### src/rtl/sync_window_decoder.sv
module sync_window_decoder #(
  parameter int NFIFO = 16,
  parameter int NSEM  = 16
) (
  input  logic              clk,
  input  logic              rst_n,
  input  logic              cfg_wr,
  input  logic [2:0]        cfg_idx,
  input  logic [63:0]       cfg_wdata,
  output logic [63:0]       cfg_rdata,
  output logic [31:0]       win_base,
  output logic [17:0]       win_size,
  output logic              win_en,
  input  logic              acc_valid,
  input  logic              acc_wr,
  input  logic [1:0]        acc_size,
  input  logic [31:0]       acc_addr,
  input  logic [63:0]       acc_wdata,
  output logic [63:0]       acc_rdata,
  output logic              acc_hit,
  output logic              acc_err,
  output logic              acc_done,
  output logic              cell_req,
  output logic              cell_wr,
  output logic [$clog2(NFIFO+NSEM)-1:0] cell_sel,
  output logic [3:0]        cell_view,
  output logic [63:0]       cell_wdata,
  input  logic [63:0]       cell_rdata,
  input  logic              cell_stall
);
  localparam int NCELL  = NFIFO + NSEM;
  localparam int CELL_W = $clog2(NCELL);
  localparam logic [63:0] NCELL64 = 64'(NCELL);

  logic [21:0] base_q;
  logic        en_q;
  logic [6:0]  mask_q;
  logic [2:0]  grain_q;
  logic [17:0] size_q;
  logic        axi_q;
  logic [2:0]  igr_q;

  wire wr0 = cfg_wr && cfg_idx == 3'd0;
  wire wr1 = cfg_wr && cfg_idx == 3'd1;

  wire [6:0]  mask_n   = wr1 ? cfg_wdata[16:10] : mask_q;
  wire [17:0] size_c   = 18'd1024 + {1'b0, mask_n, 10'd0};
  wire        size_pow2 = (size_c & (size_c - 18'd1)) == 18'd0;

  always_ff @(posedge clk) begin
    if (!rst_n) begin
      base_q  <= '0;
      en_q    <= 1'b0;
      mask_q  <= 7'd3;
      grain_q <= 3'd0;
      size_q  <= 18'd4096;
    end else begin
      if (wr0) begin
        base_q <= cfg_wdata[31:10];
        en_q   <= cfg_wdata[0];
      end
      if (wr1) begin
        mask_q  <= cfg_wdata[16:10];
        grain_q <= cfg_wdata[2:0];
      end
      if ((wr0 || wr1) && size_pow2) size_q <= size_c;
    end
  end

  wire [63:0] word0 = {32'd0, base_q, 9'd0, en_q};
  wire [63:0] word1 = (NCELL64 << 20) | {47'd0, mask_q, 7'd0, grain_q};

  always_comb begin
    case (cfg_idx)
      3'd0:    cfg_rdata = word0;
      3'd1:    cfg_rdata = word1;
      default: cfg_rdata = '0;
    endcase
  end

  assign win_base = {base_q, 10'd0};
  assign win_size = size_q;
  assign win_en   = en_q;

  wire [31:0] off     = acc_addr - win_base;
  assign acc_hit      = acc_valid && en_q && acc_addr >= win_base && off < {14'd0, size_q};
  wire        subword = acc_size < 2'd2;
  wire        full    = acc_hit && !subword;
  wire [3:0]  view    = off[6:3];
  wire        to_cell = view <= 4'd5;
  wire        to_icr  = view == 4'd15;

  wire [3:0]  shamt   = 4'd7 + {1'b0, grain_q};
  wire [16:0] idx_raw = off[16:0] >> shamt;
  assign cell_sel = (idx_raw >= 17'(NCELL)) ? CELL_W'(NCELL - 1) : idx_raw[CELL_W-1:0];

  assign cell_view  = view;
  assign cell_req   = full && to_cell;
  assign cell_wr    = acc_wr;
  assign cell_wdata = acc_wdata;
  assign acc_err    = acc_hit && subword;
  assign acc_done   = acc_valid && !(cell_req && cell_stall);

  wire [63:0] icr0 = (NCELL64 << 16) | {53'd0, igr_q, 5'd0, axi_q, 2'd0};

  always_comb begin
    if (!full)        acc_rdata = '0;
    else if (to_cell) acc_rdata = cell_rdata;
    else if (to_icr)  acc_rdata = icr0;
    else              acc_rdata = '1;
  end

  always_ff @(posedge clk) begin
    if (!rst_n) begin
      axi_q <= 1'b0;
      igr_q <= 3'd0;
    end else if (acc_err) begin
      axi_q <= 1'b1;
    end else if (full && to_icr && acc_wr) begin
      if (acc_wdata[2]) axi_q <= 1'b0;
      igr_q <= acc_wdata[10:8];
    end
  end

  logic unused_bits;
  assign unused_bits = ^{cfg_wdata[63:32], cfg_wdata[9:3], off[31:17]};

  p_size_pow2_r5: assert property (@(posedge clk) disable iff (!rst_n)
    $countones(win_size) == 1);

  p_sel_clamp_r7: assert property (@(posedge clk) disable iff (!rst_n)
    cell_req |-> int'(cell_sel) < NCELL);

  p_err_sticky_r8: assert property (@(posedge clk) disable iff (!rst_n)
    acc_err |=> axi_q);

  p_err_no_req_r8: assert property (@(posedge clk) disable iff (!rst_n)
    acc_err |-> !cell_req);

  p_miss_quiet_r6: assert property (@(posedge clk) disable iff (!rst_n)
    !acc_hit |-> !cell_req && !acc_err);

  p_icr_clear_r9: assert property (@(posedge clk) disable iff (!rst_n)
    (acc_hit && acc_size[1] && acc_wr && cell_view == 4'd15 && acc_wdata[2]) |=> !axi_q);

  p_stall_hold_r11: assert property (@(posedge clk) disable iff (!rst_n)
    (cell_req && cell_stall) |-> !acc_done);
endmodule

### config.mk
export PLATFORM = sky130hd
export DESIGN_NAME = sync_window_decoder
export DESIGN_NICKNAME = d
export VERILOG_FILES = /design/src/rtl/sync_window_decoder.sv
export SDC_FILE = /design/constraint.sdc
export NUM_CORES = 1
export LEC_CHECK = 0
export BUFFER_PORTS_ARGS = -buffer_cell sky130_fd_sc_hd__buf_2
export CELL_PAD_IN_SITES_DETAIL_PLACEMENT = 0
export CELL_PAD_IN_SITES_GLOBAL_PLACEMENT = 1
export CORE_AREA = 2 2 190 192
export CTS_CLUSTER_DIAMETER = 30
export DETAILED_ROUTE_END_ITERATION = 10
export DIE_AREA = 0 0 192 194
export PLACE_DENSITY_LB_ADDON = 0.1
export SLEW_MARGIN = 20
export SYNTH_ARGS = -nofsm -noshare
export SYNTH_HDL_FRONTEND = slang
export SYNTH_SLANG_ARGS = --single-unit
### constraint.sdc
create_clock -name clk -period 8.41 [get_ports clk]
set_clock_uncertainty 0.1 [all_clocks]
set_input_delay 0.4205 -clock clk [delete_from_list [all_inputs] [get_ports clk]]
set_output_delay 0.4205 -clock clk [all_outputs]
set_load 0.02 [all_outputs]
# After elaboration in Yosys (flattened, before gate mapping)
# Cells that the tools add are included.
# word_totals
regBits,55
word_cells,52
output_inout_bits,257
# op_classes
reduce_logical,22
n_bitwise,2
order_cmp,5
n_eq_ne,2
shift,1
add_sub_neg,4
n_mux,9
# ops
operator,count
$mux 64,3
$pmux 32 s2,1
$ge 32x32->1,1
$lt 32x18->1,1
$sub 32x32->32,1
$add 11x17->18 const A,1
$and 18x18->18,1
$logic_not 18->1,1
$sub 18x1->18 const B,1
$ge 17x6->1 const B,1
$shr 17x4->17,1
$logic_and 1x1->1,13
$mux 7,1
$mux 5,1
$add 3x3->4 const A,1
$eq 4x4->1 const B,1
$le 4x3->1 const B,1
$reduce_and 2->1,2
$reduce_bool 2->1,2
$eq 3x1->1 const B,1
$logic_not 3->1,1
$mux 1,3
$logic_not 1->1,2
$lt 2x2->1 const B,1
2 further kinds,2

# Longest topological paths before layout
# Gate-level depths: netlist of run 1.
# logic_depth
ltp_word,8
ltp_mapped,19
mapped_depth_nobuf,16

# Worst setup path after synthesis of run 1
# OpenSTA, ideal clock, no wires.
# synth_timing
path_type,register to output
start,register base_q[1]
end,output acc_rdata[60]
required_ns,7.890
path_stages_with_launch,20
slack_ns,3.933
arrival_ns,3.956
cell_sequence,dfxtp_1 -> inv_1 -> ha_1 -> nor2b_1 -> o2111ai_1 -> nand2_1 -> xnor2_1 -> inv_1 -> ha_1 -> a21oi_1 -> nor2b_1 -> o21ai_0 -> o2111ai_1 -> a2111oi_0 -> o2111a_1 -> buf_4 -> nand4b_2 -> buf_6 -> buf_6 -> nor3_1
# synth_between
elab_chain_len,5
# synth_lines
element,line,source
from (decl),35,logic [21:0] base_q;
from (signal assigned),59,base_q <= cfg_wdata[31:10];
$sub 32x32->32 or $ge 32x32->1 (tied branches),"85, 86",
$lt 32x18->1 or $logic_and 1x1->1 (tied branches),86,"assign acc_hit = acc_valid && en_q && acc_addr >= win_base && off < {14'd0, size_q};"
$logic_and 1x1->1 *,86,
$logic_and 1x1->1 *,88,wire full = acc_hit && !subword;
$mux 64 *,107,if (!full) acc_rdata = '0;
to (decl),19,"output logic [63:0] acc_rdata,"
# Every way passes the cells marked *; elsewhere a longest branch is shown, timed or not.

# Worst setup path after layout of run 1
# layout_timing
start,register base_q[1]
end,output acc_rdata[12]
# Same word-level chain as after synthesis.

==> results of run 1 <==
-- path summary, 6_finish.rpt --
path | endpoint | slack, ns | startpoint | cells after the start
min | grain_q[1] | 0.23 | cfg_wdata[1] | 3
max | acc_rdata[12] | 2.12 | base_q[1] | 18
min reg2reg | base_q[7] | 0.37 | base_q[7] | 2
max reg2reg | axi_q | 3.83 | base_q[1] | 16
-- cell families after synthesis --
logic type	Yosys count
simple gates	329
mux	30
flops	45
xor+xnor	15
compound gates	147
buf+inv	231
other cells	1
fa+ha+maj	33
-- through the flow --
stage | hold WS [ns] | util [%]
2_1_floorplan | 0.407 | -
3_3_place_gp | 0.365 | 19.4
3_5_place_dp | 0.358 | 19.4
4_1_cts | 0.225 | 19.9
5_1_grt | 0.244 | 19.9
6_report | 0.233 | 19.9
-- per-layer routing --
layer	vias to the layer above	global-route usage, %	wire length [microns]
met5	-	0	54
met4	8	2.35	239
met3	28	3.91	2410
met2	293	23.5	12600
met1	2700	15.6	10600
li1	2976	-	-
-- cell usage in the layout (no fill, tap or decap), types with 9 or more instances in the layout --
| cell type | n |
|---|---|
| ha_1 | 32 |
| nand4_1 | 12 |
| nand3_1 | 15 |
| conb_1 | 59 |
| nand2_1 | 84 |
| buf_2 | 269 |
| nor3_2 | 32 |
| nor2_1 | 107 |
| mux2i_1 | 18 |
| dfxtp_1 | 45 |
| xnor2_1 | 9 |
| nor3_1 | 46 |
| o21ai_0 | 17 |
| inv_1 | 47 |
| a21oi_1 | 54 |
-- layout make-up --
type / instances / area (sq um)
Antenna cell: 3 / 7.51
Sequential cell: 45 / 901
Inverter: 48 / 180
Clock buffer: 7 / 143
Tap cell: 461 / 577
Clock inverter: 1 / 30.0
Multi-Input combinational cell: 613 / 3790
Timing Repair Buffer: 274 / 1380
Fill cell: 4085 / 28200
-- worst max-delay path: stages, from the launching register on --
cell and delay (ns):
dfxtp_1 0.38, inv_1 0.11, ha_1 0.29, nor2b_1 0.16
o2111ai_1 0.41, nand2_1 0.16, xnor2_1 0.37, inv_1 0.11
ha_1 0.30, a21oi_1 0.15, nor2b_1 0.06, o21ai_0 0.22
o2111ai_1 0.14, a2111oi_0 0.38, o2111a_1 0.60, nand4b_4 0.73
buf_4 0.47, nor3_1 0.20, buf_2 0.20
-- cells in the mapped netlist, types with 12 or more instances --
library cell  number
a21oi_1           54
buf_4            129
clkbuf_1          43
dfxtp_1           45
ha_1              32
inv_1             47
mux2i_1           18
nand2_1           84
nand3_1           15
nand4_1           12
nor2_1           107
nor3_1            46
nor3_2            32
o21ai_0           17
-- registers in the layout, indices dropped and copies added (netlist names) --
signal    flops
win_size      8
base_q       22
grain_q       3
axi_q         1
igr_q         3
mask_q        7
win_en        1
-- power groups by stage --
| stage | sequential [mW] | clock (mW) | combinational [mW] |
|---|---|---|---|
| 5_1_grt | 0.222 | 0.266 | 0.273 |
| 3_5_place_dp | 0.226 | 0 | 0.248 |
| 4_1_cts | 0.221 | 0.261 | 0.249 |
| 6_report | 0.221 | 0.249 | 0.245 |
| 3_3_place_gp | 0.226 | 0 | 0.250 |
| 2_1_floorplan | 0.228 | 0 | 0.224 |
==> run metrics, run 1 <==
post-synthesis sequential area ratio=15.3%; Post-Layout Cell Count=1452; drt wl/cell=17.9 microns; CTS tree=yes; Int Power=0.452 mW; leading area contributor after synthesis=buf_4; Via Count=6005; Die W=192 microns; RSZ-0062 raised after global routing=false; Critical Path Source Type=flip-flop; Fin. Hold Viols=0; root buffer cell=clkbuf_16; Routed WL=25.9 mm; final net count=1255; die height=194 microns; post-synthesis compound-gate area fraction=16.3%; CTS sink cnt=45; Worst EP required=7.89 ns; Hold Path Class=in2reg; post-synth cell types=70; clk slew on worst S/H paths=0.08 ns; first-pass GRT wire length=37.0 mm; top cells by area, synth=buf_4 (16%), dfxtp_1 (15%), nor2_1 (6.8%); worst ir drop on vdd=66.9 uV; fin crit period=6.29 ns; Clock Path Buffers=2; DRT iter0 DRCs=117; Yosys warnings=0; final setup TNS=0 ns; Finished Cell Area=7010 sq um; FFs w/ async S/R, synth=0%; Post-Synth Adder-Cell Area=7.15%; Sw Pwr=0.263 mW; setup bufs post-CTS=0; Total Routing Usage GR=13.2%; die area=37200 sq um; input/output buffers=269; switch share=36.8%; DP Area=6830 sq um; outcome=completed; Hold Buf Count CTS=0; Synth Instances=831; I/O Pins=492; syn avg cell area=7.07 sq um; Seq pwr share=30.9%; antenna viol nets, final=0; drc violations=0; period utilisation layout=74.7%; Crit Path Max Fanout=43; Arrival @ worst endpoint=5.77 ns; CP Capture Type=output port; HPWL after DPL=21.5 mm; kind of critical path=reg2out; worst-margin pin slew=1.02 ns; pin count of the biggest net entering global routing=67; post-synthesis xor/xnor area fraction=2.23%; # resized after CTS=0; final slew viol count=0; Syn Std Cell Area=5880 sq um; largest family of logic cells by synthesized area=simple AND/OR/NAND/NOR gates; Initial Utilization=16.7%; Place WS=2.15 ns; final setup violation count=0; Comb power frac=34.2%; placed cells=1441; Clk Latency, worst-skew pair=0.31 ns; FMAX=0.159 GHz; synthesis-to-layout area growth=19.2%; Clock power frac=34.9%; Post-synth EDFFs=0; Rel. slew slack=32.1%; Pwr Total=0.715 mW; core area=35200 sq um; worst setup margin=2.12 ns; GR Overflow Total=0; Yosys reg bits=45; num rows=69; max capacitance violation total=0; post-synth top area share=16.5%; initial antenna violation count=10; H-Tree Level Count=2; DRT Pass-1 Iters=4; total CTS buffers=5; share of cells above drive strength 1=34.6%; cell leakage power=3.19 nW; DR vias/cell=4.14; Synth Area in Simple Gates=28.7%; vias in the first global route=5777; mux cell area share after synthesis=6.00%; pwr dens=102 nW/um^2; GP Congestion=0.716; Synth Flop Type=dfxtp_1
Power figures use the tool's default switching activity.
==> run 2: changes to the inputs <==
Settings changed: CORE_AREA 2 2 190 192 to 2 2 189 191, DIE_AREA 0 0 192 194 to 0 0 191 193.
Clock period 8.41 ns to 5.6 ns, I/O delays scaled along.
==> run 2 against run 1 <==
Effect of this change:
- sequential power up 50%
- critical path depth up 1
- global-route usage rose by 0.056 points
- non-clock buffer count grew 7
- clock power up 50%
- power up 51%
- highest routed layer unchanged
==> run metrics, run 2 (synthesis gave the netlist of run 1 again) <==
clk slew on worst S/H paths=0.08 ns; GP Congestion=0.738; worst hold start=cfg_wdata[1]; register with the most flip-flops=base_q; kind of critical path=reg2out; DR vias/cell=4.08; slowest stage cell, crit path=ha_1; Fillers=4125; Total Routing Usage GR=13.2%; Fin. Hold Viols=0; final setup TNS=0 ns; fin crit period=5.17 ns; input/output buffers=269; max capacitance violation total=0; crit-path leading delay family=compound AO/OA/AOI/OAI gates; antenna viol nets, final=0; number of flip-flops in the largest register=22; synthesis-to-layout area growth=20.6%; drc violations=0; first-pass GRT wire length=36.4 mm; worst-margin pin slew=1.01 ns; period utilisation layout=92.3%; drt wl/cell=17.7 microns; DRT Pass-1 Iters=4; H-Tree Level Count=2; Die W=191 microns; final setup violation count=0; RR Startpoint=base_q[3]; placed cells=1447; core area=35000 sq um; Crit Path Max Fanout=45; Worst EP required=5.22 ns; FMAX=0.194 GHz; root buffer cell=clkbuf_16; total CTS buffers=5; Util after Layout=20.3%; Post-Layout Cell Count=1457; HPWL after DPL=21.3 mm; CP Cell Sequence=inv_1, ha_1, a21o_1, a21oi_2, nand2_1, xnor2_1, inv_1, ha_1, a21oi_1, nor2b_1, o21ai_1, o2111ai_1, a2111oi_1, buf_4, o2111a_1, nand4b_4, buf_12, nor3_1, buf_2; most frequent cells in the layout=buf_2 (269), nor2_1 (107), nand2_1 (84), conb_1 (59), a21oi_1 (54); initial antenna violation count=5; die area=36900 sq um; Clk Latency, worst-skew pair=0.31 ns; final net count=1262; GR Overflow Total=0; die height=193 microns; Initial Utilization=16.8%; cell leakage power=3.24 nW; pwr dens=152 nW/um^2; outcome=completed; Via Count=5951; worst stage delay on the critical path=0.40 ns; RSZ-0062 raised after global routing=false; Rel. slew slack=32.5%; vias in the first global route=5733; CP Capture Type=output port; CTS tree=yes; num rows=69; final slew viol count=0; CTS sink cnt=45; pin count of the biggest net entering global routing=66; most common cell after layout, fill and taps aside=buf_2; CP bufs+invs=5; Critical Path Source Type=flip-flop; DRT iter0 DRCs=174; Hold Path Class=in2reg; Routed WL=25.7 mm; Arrival @ worst endpoint=4.79 ns; worst ir drop on vdd=123 uV; I/O Pins=492; share of cells above drive strength 1=35.3%; critical path startpoint=base_q[3]; Clock Path Buffers=2; Hold WS=0.0926 ns
-- run 2: cell types whose count changed in the layout (fill, tap and decap cells not counted), sizes merged --
cell,before,now
buf,274,281
diode,3,1
clkbuf,7,6
clkinv,0,1
-- run 2: final timing paths --
path,end,slack (ns),cells after the start
setup / recovery,acc_rdata[24],0.43,19
hold / removal,grain_q[1],0.09,3
setup reg to reg,axi_q,1.30,18
hold reg to reg,base_q[11],0.37,2
-- run 2: worst register-to-register path, stage by stage (launching register included) --
cell       delay, ns
dfxtp_1         0.37
inv_1           0.10
ha_1            0.41
a21o_1          0.22
a21oi_2         0.23
nand2_1         0.14
xnor2_1         0.29
inv_1           0.10
ha_1            0.29
a21oi_1         0.15
nor2b_1         0.06
o21ai_1         0.24
o2111ai_1       0.19
a2111oi_1       0.36
buf_4           0.18
o2111a_1        0.26
buf_4           0.20
nand4bb_1       0.18
a21oi_1         0.18
-- run 2: area by class of cell --
cell class	count	area [sq um]	area share (%)
diodes	1	2.50	0.0353
clock buffers	6	129	1.82
multi-input cells	613	3800	53.6
clock inverters	2	38.8	0.547
well taps	461	577	8.13
flip-flops and latches	45	901	12.7
repair buffers	281	1460	20.6
inverters	48	180	2.54
-- run 2: routing by layer --
layer / vias up / track usage, % / wire, microns
li1: 2986 / - / -
met5: - / 0 / 51
met1: 2670 / 15.5 / 10700
met2: 268 / 23.9 / 12600
met3: 19 / 3.62 / 2140
met4: 8 / 2.89 / 270
-- run 2: per-stage QoR --
step                      power (mW)  instance area (sq um)  worst slack [ns]
after floorplan                0.679                   6100              1.26
after global placement         0.724                   6890             0.183
after detailed placement       0.721                   6890             0.187
after CTS                       1.11                   7090             0.149
after global routing            1.15                   7090            0.0410
final                           1.08                   7090             0.434
-- run 2: where the power goes --
group | total (mW) | switching, mW | internal (mW)
clock network | 0.373 | 0.160 | 0.213
logic | 0.375 | 0.242 | 0.133
registers | 0.332 | 0.00666 | 0.326
-- run 2: repair_timing --
item                                    4_1_cts  5_1_grt
buffers inserted                              1        0
gates resized for setup                       3        1
pin swaps                                     1        0
gates cloned                                  0        0
endpoints found under the setup margin       54       37
hold buffers                                  0        0
==> run 3: changes to the inputs <==
==> constraint.sdc (replaced) <==
create_clock -name clk -period 5.6 [get_ports clk]
set_clock_uncertainty 0.1 [all_clocks]
set_input_delay 0.56 -clock clk [delete_from_list [all_inputs] [get_ports clk]]
set_output_delay 0.56 -clock clk [all_outputs]
set_load 0.02 [all_outputs]
==> run 3 against run 2 <==
Effect of this change:
- largest cell class unchanged
- wire length grew 0.32%
- core utilization grew 0.39 points
- first-iteration DRC count grew 26%
- count of clock-buffer cells in the layout is the same
- largest power group unchanged
- die area is the same
- global-route usage is essentially flat
- critical path depth is the same
- via count grew 1.8%
- combinational power grew 2%
- power shrank 2.9%
- clock power shrank 10%
- critical endpoint is now acc_rdata[60]
- maximum frequency shrank 2.4%
==> run metrics, run 3 (synthesis gave the netlist of run 1 again) <==
RSZ-0062 raised after global routing=false; Hold WS=0.371 ns; vias in the first global route=5855; CP Capture Type=output port; Initial Utilization=16.8%; Hold Buf Count CTS=0; RR Startpoint=base_q[0]; Hold Path Stages=2; share of cells above drive strength 1=36.8%; GP Congestion=0.728; Total Routing Usage GR=13.2%; Routed WL=25.8 mm; register with the most flip-flops=base_q; core area=35000 sq um; Worst EP required=4.94 ns; Critical Path Source Type=flip-flop; pwr dens=145 nW/um^2; drc violations=0; number of flip-flops in the largest register=22; GR Overflow Total=0; antenna viol nets, final=0; num rows=69; DRT iter0 DRCs=219; worst hold start=win_size[10]; Hold EP=win_size[10]; Clk Latency, worst-skew pair=0.31 ns; Hold Path Class=reg2reg; worst stage delay on the critical path=0.44 ns; Arrival @ worst endpoint=4.64 ns; root buffer cell=clkbuf_16; total CTS buffers=5; final setup violation count=0; outcome=completed; kind of critical path=reg2out; Die W=191 microns; most frequent cells in the layout=buf_2 (269), nor2_1 (107), nand2_1 (84), conb_1 (59), a21oi_1 (54); final setup TNS=0 ns; first-pass GRT wire length=36.4 mm; crit-path leading delay family=compound AO/OA/AOI/OAI gates; period utilisation layout=94.6%; Rel. slew slack=33.1%; initial antenna violation count=6; CTS tree=yes; pin count of the biggest net entering global routing=35; H-Tree Level Count=2; HPWL after DPL=21.6 mm; fin crit period=5.30 ns; final slew viol count=0; die height=193 microns; most common cell after layout, fill and taps aside=buf_2; drt wl/cell=17.5 microns; CP bufs+invs=6; synthesis-to-layout area growth=23.0%; CP Cell Sequence=ha_1, inv_1, fa_1, a21oi_1, o211ai_1, xor2_2, ha_1, nor2b_1, o21ai_0, buf_4, o2111ai_1, a2111oi_2, buf_4, o2111a_1, nand4b_4, buf_12, buf_12, nor3_1, buf_2; DRT Pass-1 Iters=4; DR vias/cell=4.11; CTS sink cnt=45; reg-to-reg endpoint=axi_q; worst ir drop on vdd=124 uV; reg-to-reg slack, setup=1.48 ns; Crit Path Max Fanout=24; I/O Pins=492; clk slew on worst S/H paths=0.07 ns; Via Count=6060; cell leakage power=3.32 nW; die area=36900 sq um; worst-margin pin slew=1.00 ns; Fin. Hold Viols=0; final net count=1282; max capacitance violation total=0; Clock Path Buffers=2; input/output buffers=269; slowest stage cell, crit path=fa_1; FF-to-FF path depth=17; FMAX=0.189 GHz
[run 3: worst max path at each step]
stage,startpoint,slack [ns],cells past startpoint,to
6_report,base_q[0],0.30,19,acc_rdata[60]
5_1_grt,base_q[1],0.0009,21,acc_rdata[27]
4_1_cts,base_q[3],0.09,21,acc_rdata[23]
3_5_place_dp,acc_addr[10],0.23,21,acc_rdata[23]
3_3_place_gp,acc_addr[10],0.09,21,acc_rdata[5]
2_1_floorplan,base_q[1],0.98,19,acc_rdata[60]
[run 3: worst register-to-register path, delay by kind of cell (launching register included)]
family	cells	cell delay [ns]
AOI/OAI and AO/OA	7	1.41
adders and majority gates	3	0.94
buffers and inverters	4	0.59
DFF	1	0.42
and+or+nand+nor	2	0.31
xor gates and xnor gates	1	0.28
[run 3: power by group]
group | internal, mW | total (mW) | switching, mW
clock | 0.176 | 0.334 | 0.157
combinational | 0.139 | 0.383 | 0.244
sequential | 0.326 | 0.332 | 0.00660
[run 3: repair_timing]
| item | in CTS | in global routing |
|---|---|---|
| gates resized for setup | 0 | 5 |
| setup buffers | 0 | 0 |
| setup endpoints to repair | 0 | 59 |
[run 3: per-layer routing]
layer | track usage (%) | wire length, microns | up-vias
met4 | 2.65 | 238 | 8
met1 | 15.4 | 10600 | 2748
met2 | 24.2 | 12700 | 267
li1 | - | - | 3020
met3 | 3.53 | 2170 | 17
met5 | 0 | 48 | -
[run 3: layout make-up]
cell class | instances | area, sq um
Inverter | 48 | 180
Tap cell | 461 | 577
Clock buffer | 6 | 139
Multi-Input combinational cell | 613 | 3810
Fill cell | 4103 | 27700
Sequential cell | 45 | 901
Antenna cell | 1 | 2.50
Clock inverter | 1 | 7.51
Timing Repair Buffer | 301 | 1610
[run 3: metrics by stage]
step                      cells  utilization [%]  total power [mW]  setup WS, ns  area (sq um)
after floorplan             889                -             0.679         0.984          6100
after global placement     1468             20.2             0.729        0.0891          7060
after detailed placement   1468             20.2             0.726         0.226          7060
after CTS                  1475             20.6              1.07        0.0871          7200
after global routing       1475             20.7              1.12      0.000945          7230
final                      1476             20.7              1.05         0.304          7230
